**src/rtl/csd_mac_pkg.sv**
```systemverilog
package csd_mac_pkg;

  localparam int CODE_W = 14;
  localparam int IDX_W  = 3;
  localparam int SH_W   = $clog2(CODE_W + 1);

  typedef struct packed {
    logic [CODE_W-1:0] nz;   // 1 where the digit is +1 or -1
    logic [CODE_W-1:0] neg;  // 1 where the digit is -1
  } csd_code_t;

  // Signed-digit codes of the eight constants (value = K / 2^14).
  function automatic csd_code_t coef_lookup(input logic [IDX_W-1:0] idx);
    csd_code_t c;
    case (idx)
      3'd0:    begin c.nz = 14'b00000000010010; c.neg = 14'b00000000000000; end // 18
      3'd1:    begin c.nz = 14'b00000010010100; c.neg = 14'b00000010000100; end // -116
      3'd2:    begin c.nz = 14'b00001001010101; c.neg = 14'b00000001010100; end // 429
      3'd3:    begin c.nz = 14'b00010100000010; c.neg = 14'b00010100000000; end // -1278
      3'd4:    begin c.nz = 14'b01010001010010; c.neg = 14'b00000001010000; end // 5042
      3'd5:    begin c.nz = 14'b10000000000000; c.neg = 14'b00000000000000; end // 8192
      3'd6:    begin c.nz = 14'b00000000000000; c.neg = 14'b00000000000000; end // 0
      default: begin c.nz = 14'b10000000000001; c.neg = 14'b10000000000000; end // -8191
    endcase
    return c;
  endfunction

  // Position of the most significant set bit (0 when the mask is empty).
  function automatic logic [SH_W-1:0] top_digit(input logic [CODE_W-1:0] m);
    logic [SH_W-1:0] r;
    r = '0;
    for (int i = 0; i < CODE_W; i++) begin
      if (m[i]) r = SH_W'(i);
    end
    return r;
  endfunction

endpackage

```
**src/rtl/csd_digit_ctrl.sv**
```systemverilog
module csd_digit_ctrl
  import csd_mac_pkg::*;
(
  input  logic            clk,
  input  logic            rst_n,
  input  logic            load_i,
  input  csd_code_t       code_i,
  output logic            step_o,
  output logic            last_o,
  output logic [SH_W-1:0] shift_o,
  output logic            inv_o
);

  logic [CODE_W-1:0] nz_q, neg_q, nz_rest;
  logic [SH_W-1:0]   pos;

  always_comb begin
    pos     = top_digit(nz_q);
    step_o  = |nz_q;
    nz_rest = nz_q & ~(CODE_W'(1) << pos);
    last_o  = step_o && (nz_rest == '0);
    shift_o = SH_W'(CODE_W) - pos;
    inv_o   = step_o && neg_q[pos];
  end

  always_ff @(posedge clk or negedge rst_n) begin
    if (!rst_n) begin
      nz_q  <= '0;
      neg_q <= '0;
    end else if (load_i) begin
      nz_q  <= code_i.nz;
      neg_q <= code_i.neg;
    end else if (step_o) begin
      nz_q  <= nz_rest;
    end
  end

  AST_ONE_DIGIT_PER_STEP: assert property (@(posedge clk) disable iff (!rst_n)
    (step_o && !load_i) |=> ($countones(nz_q) == $countones($past(nz_q)) - 1));

  AST_SHIFT_IN_RANGE: assert property (@(posedge clk) disable iff (!rst_n)
    step_o |-> (shift_o >= SH_W'(1) && shift_o <= SH_W'(CODE_W)));

endmodule

```
**src/rtl/csd_shift_alu.sv**
```systemverilog
module csd_shift_alu #(
  parameter int DW    = 16,
  parameter int FRAC  = 14,
  parameter int ACC_W = 35,
  parameter int SH_W  = 4
) (
  input  logic             clk,
  input  logic             rst_n,
  input  logic [DW-1:0]    op_i,
  input  logic             clr_i,
  input  logic             step_i,
  input  logic [SH_W-1:0]  shift_i,
  input  logic             inv_i,
  output logic [ACC_W-1:0] acc_o
);

  localparam int EXT_W = ACC_W - DW - FRAC;

  // Operand placed with FRAC fraction bits, then shifted arithmetically.
  function automatic logic [ACC_W-1:0] scaled_term(input logic [DW-1:0] x,
                                                   input logic [SH_W-1:0] sh);
    logic signed [ACC_W-1:0] w;
    w = signed'({{EXT_W{x[DW-1]}}, x, {FRAC{1'b0}}});
    return ACC_W'(w >>> sh);
  endfunction

  logic [ACC_W-1:0] acc_q, term, addend, sum;
  logic             ovf;

  always_comb begin
    term   = scaled_term(op_i, shift_i);
    addend = inv_i ? ~term : term;
    sum    = acc_q + addend + {{(ACC_W-1){1'b0}}, inv_i};
    ovf    = (acc_q[ACC_W-1] == addend[ACC_W-1]) && (sum[ACC_W-1] != acc_q[ACC_W-1]);
  end

  always_ff @(posedge clk or negedge rst_n) begin
    if (!rst_n)      acc_q <= '0;
    else if (clr_i)  acc_q <= '0;
    else if (step_i) acc_q <= sum;
  end

  assign acc_o = acc_q;

  AST_NO_OVERFLOW: assert property (@(posedge clk) disable iff (!rst_n)
    step_i |-> !ovf);

endmodule

```
**src/rtl/csd_serial_mac.sv**
```systemverilog
module csd_serial_mac
  import csd_mac_pkg::*;
#(
  parameter  int DW    = 16,
  parameter  int GUARD = 4,
  localparam int ACC_W = DW + 1 + CODE_W + GUARD,
  localparam int RES_W = ACC_W - CODE_W
) (
  input  logic             clk,
  input  logic             rst_n,
  input  logic             start_i,
  input  logic             clear_i,
  input  logic [IDX_W-1:0] coef_idx_i,
  input  logic [DW-1:0]    data_i,
  output logic [RES_W-1:0] result_o,
  output logic             busy_o,
  output logic             done_o
);

  logic            busy_q, done_q, accept, finish;
  logic [DW-1:0]   op_q;
  csd_code_t       code;
  logic            step, last, inv;
  logic [SH_W-1:0] shift;
  logic [ACC_W-1:0] acc;

  assign accept = start_i && !busy_q;
  assign finish = busy_q && (!step || last);
  assign code   = coef_lookup(coef_idx_i);

  always_ff @(posedge clk or negedge rst_n) begin
    if (!rst_n) begin
      busy_q <= 1'b0;
      done_q <= 1'b0;
      op_q   <= '0;
    end else begin
      done_q <= finish;
      if (accept) begin
        busy_q <= 1'b1;
        op_q   <= data_i;
      end else if (finish) begin
        busy_q <= 1'b0;
      end
    end
  end

  csd_digit_ctrl u_ctrl (
    .clk     (clk),
    .rst_n   (rst_n),
    .load_i  (accept),
    .code_i  (code),
    .step_o  (step),
    .last_o  (last),
    .shift_o (shift),
    .inv_o   (inv)
  );

  csd_shift_alu #(
    .DW    (DW),
    .FRAC  (CODE_W),
    .ACC_W (ACC_W),
    .SH_W  (SH_W)
  ) u_alu (
    .clk     (clk),
    .rst_n   (rst_n),
    .op_i    (op_q),
    .clr_i   (accept && clear_i),
    .step_i  (step),
    .shift_i (shift),
    .inv_i   (inv),
    .acc_o   (acc)
  );

  assign result_o = acc[ACC_W-1:CODE_W];
  assign busy_o   = busy_q;
  assign done_o   = done_q;

  AST_DONE_PULSE: assert property (@(posedge clk) disable iff (!rst_n)
    done_q |=> !done_q);

  AST_DONE_ENDS_BUSY: assert property (@(posedge clk) disable iff (!rst_n)
    done_q |-> !busy_q);

  AST_STEP_ONLY_BUSY: assert property (@(posedge clk) disable iff (!rst_n)
    step |-> busy_q);

  AST_START_IGNORED: assert property (@(posedge clk) disable iff (!rst_n)
    (busy_q && start_i) |=> $stable(op_q));

  AST_IDLE_HOLD: assert property (@(posedge clk) disable iff (!rst_n)
    (!busy_q && !start_i) |=> $stable(result_o));

endmodule

```
**config.mk**
```make
export PLATFORM = sky130hd
export DESIGN_NAME = csd_serial_mac
export DESIGN_NICKNAME = d
export VERILOG_FILES = /design/src/rtl/csd_mac_pkg.sv /design/src/rtl/csd_digit_ctrl.sv /design/src/rtl/csd_shift_alu.sv /design/src/rtl/csd_serial_mac.sv
export SDC_FILE = /design/constraint.sdc
export NUM_CORES = 1
export LEC_CHECK = 0
export BUFFER_PORTS_ARGS = -buffer_cell sky130_fd_sc_hd__buf_2
export CORE_ASPECT_RATIO = 1.25
export CORE_MARGIN = 2
export CORE_UTILIZATION = 50
export DETAILED_ROUTE_END_ITERATION = 6
export HOLD_SLACK_MARGIN = 0.1
export PLACE_DENSITY_LB_ADDON = 0.25
export SLEW_MARGIN = 20
export SYNTH_ARGS = -nofsm -noshare
export SYNTH_HDL_FRONTEND = slang
export SYNTH_SLANG_ARGS = --single-unit
```
**constraint.sdc**
```tcl
create_clock -name clk -period 6.9 [get_ports clk]
set_input_delay 0.69 -clock clk [delete_from_list [all_inputs] [get_ports clk]]
set_output_delay 0.69 -clock clk [all_outputs]
set_load 0.005 [all_outputs]
```
==> metrics.txt, run 1 <==
status=complete, no violations; initial antenna violation count=0; Via-to-Cell Ratio=5.835; Post-CTS Hold Buffers=0; most used cell, CP=a21oi_1; Slew HR=31.28%; area delta synth->final=7.930%; # diodes=0; Worst Path Arrival=6.59 ns; Setup Viol. Count Final=0; Synth Area per Inst=7.990 um^2; largest net degree at the start of global routing=73; cts repair resizes=0; Adder-Cell Fraction of Synth Area=7.930%; Post-Synth XOR/XNOR Area=8.690%; max_cap viols=0; RSZ-0062 raised after global routing=no; pre-CTS WS=0.4584 ns; fillers=1179; PnR worst setup slack=0.5744 ns; mux cell area share after synthesis=8.170%; first-pass detailed-route iteration total=5; initial drt markers=317; CP startpoint=u_ctrl.nz_q[9]; Post-CTS Repair Setup Buffers=0; r2r setup slk=0.57 ns; vias=5555; clock sinks=72; share of layout cells above drive strength 1=9.518%; # port buffers=45; sequential share of the synthesized area=28.83%; TritonCTS clock tree=done; Unique masters post-synth=63; Critical path destination=u_alu.acc_o[34]; Hold Fails Final Rpt=0; Die ar.=13410 um^2; syn nets=844; worst reg2reg path depth=23; core area=12160 um^2; CP peak stage delay=0.58 ns; Die H=129.0 um; IO Pins=46; # DRC=0; async set-reset flop share out of synthesis=100.0%; DIE WIDTH=104.0 um; Crit-path slowest cell=o21ai_4; clk buf depth=2; Post-Syn Area=6248 um^2; Slew Viols, Final=0; post-route antenna net violation count=0; Tmin final=6.326 ns; main combinational cell family by area after synthesis=simple AND/OR/NAND/NOR gates; post-synthesis register bit count=72; first-pass GRT wire length=26480 um; wire per inst=16.64 um; global route overflow=0; Root Driver=clkbuf_16; Final Skew=0.004661 ns; gp weighted congestion=0.9195; HPWL Detailed=11700 um; Initial Utilization=51.38%; WHS=0.4792 ns; Worst Max-Slew Pin Slew=1.031 ns; gate count after technology mapping=782; clk slew on worst S/H paths=0.06 ns; vias in the first global route=5326; fin crit share=91.68%; Num CTS Buffers=9; critical path required time=7.16 ns; Post-synth EDFFs=0; Core Rows=45; complex-gate fraction of the synthesized area=19.98%; crit path kind=flip-flop to flip-flop; HP Class=input port to asynchronous set/reset pin; Startpoint Class=flip-flop; crit-path cells=nor2_1 -> nand3_1 -> o21ai_4 -> inv_1 -> ha_1 -> xor2_1 -> buf_4 -> inv_1 -> nor3_1 -> a21oi_1 -> nor2_1 -> xor2_1 -> ha_1 -> o211ai_1 -> a21oi_1 -> o41ai_1 -> a21oi_1 -> o2111ai_1 -> nand3_1 -> a311o_1 -> a31oi_1 -> mux2i_1 -> mux2i_1; r2r startpoint=u_ctrl.nz_q[9]; GRT Util Overall=24.41%; CP endpoint kind=flip-flop; Fmax=158.1 MHz; Crit Reg-Reg Endpoint=u_alu.acc_o[34]; Post-Synth Simple-Gate Area=20.04%; crit-path max FO=20; Setup TNS=0 ns; worst skew pair latency=0.34 ns; routed wire length=15840 um; H-tree Lvls=3; top_reg_cell synth=dfrtp_1; final net count=845; Ys Warns=0
[placed cells by master, fill, tap and decap left out, drive strengths merged, types with 5 or more instances in the layout]
cell type and instances:
clkbuf 11, a21oi 76, xnor2 20, nor2b 8, nand2 142, ha 38, dfrtp 72, a21o 14
and3 5, buf 51, nor2 42, and2 6, a211oi 5, o21bai 5, nor4 5, o21ai 48
nor3 10, o31ai 6, or3 5, xor2 42, mux2i 51, nand3 21, inv 21, a31oi 7
nand2b 15, nand4 6
[registers in the layout, indices dropped and copies added, names as in the netlist]
name	count
busy_o	1
done_o	1
op_q	16
u_alu.acc_o	35
u_ctrl.neg_q	5
u_ctrl.nz_q	14
[metrics by stage]
| step | cell area [um^2] | instances | util, % |
|---|---|---|---|
| after detailed placement | 6422 | 936 | 52.81 |
| after floorplan | 6248 | 782 | - |
| final | 6744 | 952 | 55.45 |
| after global routing | 6744 | 952 | 55.45 |
| after global placement | 6422 | 936 | 52.81 |
| after CTS | 6736 | 952 | 55.39 |
[final cells by class]
type,instances,area (um^2),share of cell area [%]
Sequential cell,72,1802,26.72
Inverter,21,78.83,1.169
Tap cell,164,205.2,3.043
Clock buffer,11,232.7,3.451
Multi-Input combinational cell,628,4071,60.37
Timing Repair Buffer,51,272.8,4.045
Clock inverter,5,81.33,1.206
[kinds of logic after synthesis]
| family | Yosys count |
|---|---|
| multiplexers | 51 |
| adder cells (fa/ha/maj) | 39 |
| AO/OA/AOI/OAI | 201 |
| flip-flops | 72 |
| XOR/XNOR | 62 |
| AND/OR/NAND/NOR | 275 |
| buffers and inverters | 82 |
[per-layer routing]
layer	track usage [%]	routed length (um)
met4	11.84	520
met3	2.685	621
met5	0	0
met2	41.49	7571
met1	31.22	7124
[worst max-delay path, delay by kind of cell, from the launching register on]
family	cells	cell delay, ns
AND/OR/NAND/NOR	5	0.83
multiplexers	2	0.45
AO/OA/AOI/OAI	9	2.71
XOR/XNOR	2	0.32
buffers and inverters	3	0.80
flip-flops	1	0.47
adder cells (fa/ha/maj)	2	0.66
[how the worst min path moves through the flow]
stage,startpoint,endpoint,slack [ns],depth (start not counted)
after floorplan,rst_n,busy_o,0.39,0
after global placement,u_ctrl.neg_q[7],u_ctrl.neg_q[7],0.49,2
after detailed placement,u_ctrl.neg_q[2],u_ctrl.neg_q[2],0.48,2
after CTS,u_ctrl.neg_q[2],u_ctrl.neg_q[2],0.49,2
after global routing,u_ctrl.neg_q[2],u_ctrl.neg_q[2],0.53,2
final,rst_n,u_alu.acc_o[8],0.48,1
[Yosys cell counts (2+ instances only)]
library cell	count	area share [%]
a31oi_1	7	0.70
o31ai_1	5	0.60
o21ai_0	47	3.8
nor2b_1	8	0.80
buf_1	7	0.42
a22o_1	2	0.28
a221oi_1	3	0.42
a21o_1	14	1.7
nand3_1	21	1.7
inv_1	21	1.3
a2111oi_0	2	0.28
a211o_1	2	0.28
buf_2	2	0.16
nor4_1	5	0.50
a21oi_1	76	6.1
a211oi_1	5	0.60
a221o_1	3	0.48
nand3b_1	2	0.24
xor2_1	42	5.9
clkbuf_1	30	1.8
o211ai_1	4	0.48
a21boi_0	3	0.36
mux2i_1	51	8.2
a32o_1	2	0.32
o32ai_1	3	0.42
nor2_1	42	2.5
or3_1	5	0.50
nand2b_1	15	1.5
and3_1	5	0.50
o21a_1	3	0.36
ha_1	38	7.6
dfrtp_1	72	29
nor3_1	10	0.80
nand2_1	142	8.5
buf_4	21	2.5
nand4_1	6	0.60
o21bai_1	5	0.60
o22ai_1	2	0.20
xnor2_1	20	2.8
and2_1	6	0.60
Power of run 1 is not shown: default switching activity piles up to over one toggle a cycle in this logic, so the estimate is an artifact.
==> inputs of run 2 (changes only) <==
- CORE_UTILIZATION: 50 -> 45
- clock period: 6.9 -> 6.8 ns (I/O delays scaled with it)
==> run 2 against run 1 <==
Global-route usage down 2.0 points. Core utilization shrank 6.0 points. First-iteration DRC count rose by 13%. Count of clock-buffer cells in the layout fell by 2. Routed wire length up 1.6%. Highest routed layer unchanged. Fmax is 5.7% higher. Register-to-register slack improved by 0.24 ns. Non-clock buffer count up 1. Hold slack got worse by 0.015 ns. Worst setup slack gained 0.24 ns. Final cell count rose by 1.3%.
==> metrics.txt, run 2 (same netlist as run 1, synthesis figures left out) <==
Post-CTS Repair Setup Buffers=0; most used cell, CP=a21oi_1; initial antenna violation count=0; Fmax=167.1 MHz; Setup Viol. Count Final=0; # port buffers=45; DIE WIDTH=109.4 um; vias=5554; share of layout cells above drive strength 1=9.886%; global route overflow=0; Hold Fails Final Rpt=0; commonest non-fill, non-tap cell in the layout=nand2_1; Final Skew=0.009414 ns; Worst Path Arrival=6.27 ns; crit path kind=flip-flop to flip-flop; Startpoint Class=flip-flop; HP Class=input port to asynchronous set/reset pin; Post-CTS Hold Buffers=0; post-route antenna net violation count=0; status=complete, no violations; IO Pins=46; clk slew on worst S/H paths=0.06 ns; cts repair resizes=0; H-tree Lvls=3; crit-path cells=nand2b_1 -> a221o_1 -> o21ai_2 -> buf_4 -> inv_1 -> ha_1 -> xor2_1 -> buf_4 -> inv_1 -> nor3_1 -> a21oi_1 -> nor2_1 -> xor2_1 -> ha_1 -> o211ai_1 -> a21oi_1 -> o41ai_1 -> a21oi_1 -> o2111ai_1 -> nand3_1 -> a311o_1 -> a31oi_1 -> mux2i_1 -> mux2i_1; # DRC=0; Crit-path slowest cell=dfrtp_1; Core Rows=48; Setup TNS=0 ns; CP peak stage delay=0.48 ns; WP buf/inv=4; fin crit share=88.01%; fillers=1345; CP endpoint kind=flip-flop; GRT Util Overall=22.38%; final net count=846; core area=13690 um^2; Num CTS Buffers=9; RSZ-0062 raised after global routing=no; Slew Viols, Final=0; # diodes=0; routed wire length=16080 um; Worst Max-Slew Pin Slew=1.040 ns; most frequent cells in the layout=nand2_1 (142), a21oi_1 (76), dfrtp_1 (72), mux2i_1 (51), o21ai_0 (46); Die H=135.7 um; Die ar.=14850 um^2; critical path required time=7.08 ns; largest net degree at the start of global routing=73; Largest delay share family, worst path=compound AO/OA/AOI/OAI gates; initial drt markers=357; Via-to-Cell Ratio=5.761; Initial Utilization=45.63%; TritonCTS clock tree=done; placed cell count=948; crit-path max FO=19; HPWL Detailed=11910 um; gp weighted congestion=0.9319; worst skew pair latency=0.36 ns; final cell count without fillers=964; clk buf depth=2; clock sinks=72; Root Driver=clkbuf_16; first-pass detailed-route iteration total=6; area delta synth->final=8.370%; Tmin final=5.985 ns; max reg flops=35; max_cap viols=0; wire per inst=16.68 um; Slew HR=30.68%; vias in the first global route=5306; first-pass GRT wire length=26070 um
## run 2: changes by cell type in the layout (fill, tap and decap cells not counted)
cell	change
clkinv_4	+1
inv_6	+2
buf_4	+1
clkbuf_1	-2
o21ai_2	+1
o21ai_4	-1
clkinv_2	-1
## run 2: layout make-up
class                      instances  area, um^2  area share [%]
multi-input combinational        628        4064           60.01
timing repair buffer              52       280.3           4.139
inverter                          21       78.83           1.164
clock inverter                     7       102.6           1.515
sequential                        72        1802           26.61
clock buffer                       9       225.2           3.326
tap                              175       219.0           3.234
## run 2: per-stage QoR
step	worst slack, ns	hold WS [ns]	utilization [%]	instance area (um^2)
after detailed placement	0.8688	0.4981	47.06	6444
after global routing	0.4238	0.5202	49.45	6771
after global placement	1.043	0.4895	47.06	6444
after CTS	0.8497	0.4988	49.45	6771
final	0.8153	0.4643	49.45	6771
after floorplan	1.072	0.3844	-	6248
## run 2: routing by layer
layer / up-vias / wire [um] / track usage [%]
met5: - / 0 / 0
met2: 145 / 7998 / 38.61
li1: 2745 / - / -
met3: 31 / 650 / 3.415
met1: 2633 / 6965 / 27.08
met4: 0 / 468 / 10.20
## run 2: worst paths after layout
check                               start              end  slack (ns)  cells past startpoint
setup / recovery           u_ctrl.nz_q[9]  u_alu.acc_o[34]        0.82                     24
hold / removal                      rst_n   u_alu.acc_o[0]        0.46                      1
setup reg to reg           u_ctrl.nz_q[9]  u_alu.acc_o[34]        0.82                     24
hold reg to reg                   op_q[9]          op_q[9]        0.51                      2
max in group asynchronous           rst_n  u_alu.acc_o[33]        5.71                      1
min in group clk                  op_q[9]          op_q[9]        0.51                      2
## run 2: worst register-to-register path: stages, from the launching register on
cell and delay [ns]:
dfrtp_1 0.48, nand2b_1 0.21, a221o_1 0.33, o21ai_2 0.07, buf_4 0.29, inv_1 0.17, ha_1 0.27, xor2_1 0.17
buf_4 0.21, inv_1 0.36, nor3_1 0.12, a21oi_1 0.21, nor2_1 0.07, xor2_1 0.15, ha_1 0.36, o211ai_1 0.18
a21oi_1 0.09, o41ai_1 0.45, a21oi_1 0.21, o2111ai_1 0.22, nand3_1 0.22, a311o_1 0.40, a31oi_1 0.23, mux2i_1 0.25
mux2i_1 0.20
Power of run 2 is left out for the same reason.
==> inputs of run 3 (changes only) <==
- REMOVE_ABC_BUFFERS: default -> 1
==> run 3 against run 2 <==
Clock skew grew 0.00058 ns. Core utilization decreased by 0.29 points. Worst setup slack improved by 0.13 ns. Routed wire length decreased by 1.5%. First-iteration DRC count shrank 6.7%. Register-to-register slack gained 0.13 ns. Flip-flop and latch count unchanged. Critical endpoint unchanged. Highest routed layer unchanged.
==> metrics.txt, run 3 (same netlist as run 1, synthesis figures left out) <==
status=complete, no violations; Die H=135.7 um; Setup Viol. Count Final=0; routed wire length=15840 um; Post-CTS Hold Buffers=0; first-pass detailed-route iteration total=5; WP buf/inv=0; crit-path cells=nand2b_1 -> a221oi_1 -> o21ai_2 -> ha_1 -> mux2i_1 -> mux2i_1 -> mux2i_1 -> xor2_1 -> ha_1 -> a21oi_1 -> o21ai_0 -> a221oi_1 -> nor2_1 -> a21oi_1 -> nand3_1 -> a311o_1 -> a31oi_1 -> mux2i_1 -> mux2i_1; clk slew on worst S/H paths=0.06 ns; first-pass GRT wire length=26410 um; fillers=1334; core area=13690 um^2; area occupied by multi-input gates=4066 um^2; post-route antenna net violation count=0; largest net degree at the start of global routing=73; CP peak stage delay=0.98 ns; metal3 WL=758 um; H-tree Lvls=3; # diodes=0; RSZ-0062 raised after global routing=no; max reg flops=35; critical path required time=7.08 ns; Root Driver=clkbuf_16; # DRC=0; Slew Viols, Final=0; WHS=0.4892 ns; Met1 Routed Length=6931 um; final net count=846; HP Class=input port to asynchronous set/reset pin; Met2 Wirelength=7794 um; r2r startpoint=u_ctrl.nz_q[2]; clock sinks=72; CP startpoint=u_ctrl.nz_q[2]; Startpoint Class=flip-flop; most frequent cells in the layout=nand2_1 (142), a21oi_1 (76), dfrtp_1 (72), mux2i_1 (51), o21ai_0 (46); Num CTS Buffers=9; Top Metal Used=met4; # port buffers=45; Largest delay share family, worst path=compound AO/OA/AOI/OAI gates; vias=5561; HPWL Detailed=11970 um; vias in the first global route=5307; crit path kind=flip-flop to flip-flop; global route overflow=0; Hold Fails Final Rpt=0; Initial Utilization=45.63%; placed cell areas=6444 um^2; Layout Utilization=49.16%; Post-Layout Inst Area=6731 um^2; CP endpoint kind=flip-flop; max_cap viols=0; TritonCTS clock tree=done; Via-to-Cell Ratio=5.769; Slew HR=33.55%; Worst Path Arrival=6.13 ns; Core Rows=48; clk buf depth=2; initial antenna violation count=0; Fmax=170.7 MHz; Final Skew=0.009998 ns; cts repair resizes=0; Tmin final=5.857 ns; gp weighted congestion=0.9089; Worst Max-Slew Pin Slew=0.9968 ns; Die ar.=14850 um^2; crit-path max FO=25; GRT Util Overall=22.62%; Post-CTS Repair Setup Buffers=0; initial drt markers=333; register area=1802 um^2; Crit-path slowest cell=ha_1; area delta synth->final=7.729%; most used cell, CP=mux2i_1; commonest non-fill, non-tap cell in the layout=nand2_1; fin crit share=86.13%; worst skew pair latency=0.35 ns; IO Pins=46; DIE WIDTH=109.4 um; wire per inst=16.44 um; share of layout cells above drive strength 1=9.886%
-- run 3: metal layers --
layer,vias to the layer above,track usage [%]
li1,2744,-
met1,2636,29.26
met2,148,37.76
met3,33,4.185
met4,0,7.525
met5,-,0
-- run 3: final timing paths --
path / to / slack (ns) / depth (start not counted)
max: u_alu.acc_o[34] / 0.94 / 19
max reg2reg: u_alu.acc_o[34] / 0.94 / 19
min reg2reg: u_ctrl.neg_q[7] / 0.50 / 2
min in group clk: u_ctrl.neg_q[7] / 0.50 / 2
min: u_alu.acc_o[18] / 0.49 / 1
max in group asynchronous: op_q[6] / 5.70 / 1
-- run 3: layout make-up --
class                   instances  share of cell area [%]
repair buffers                 52                   4.164
clock buffers                  12                   3.810
well taps                     175                   3.253
multi-input cells             628                   60.41
clock inverters                 4                  0.4275
flip-flops and latches         72                   26.77
inverters                      21                   1.171
-- run 3: per-stage QoR --
stage / instances / setup WS (ns) / setup TNS [ns]
global route: 964 / 0.4840 / 0
finish: 964 / 0.9428 / 0
global placement: 948 / 1.052 / 0
detailed placement: 948 / 1.049 / 0
floorplan: 721 / -0.5348 / -3.947
CTS: 964 / 1.030 / 0
Power of run 3 is left out for the same reason.
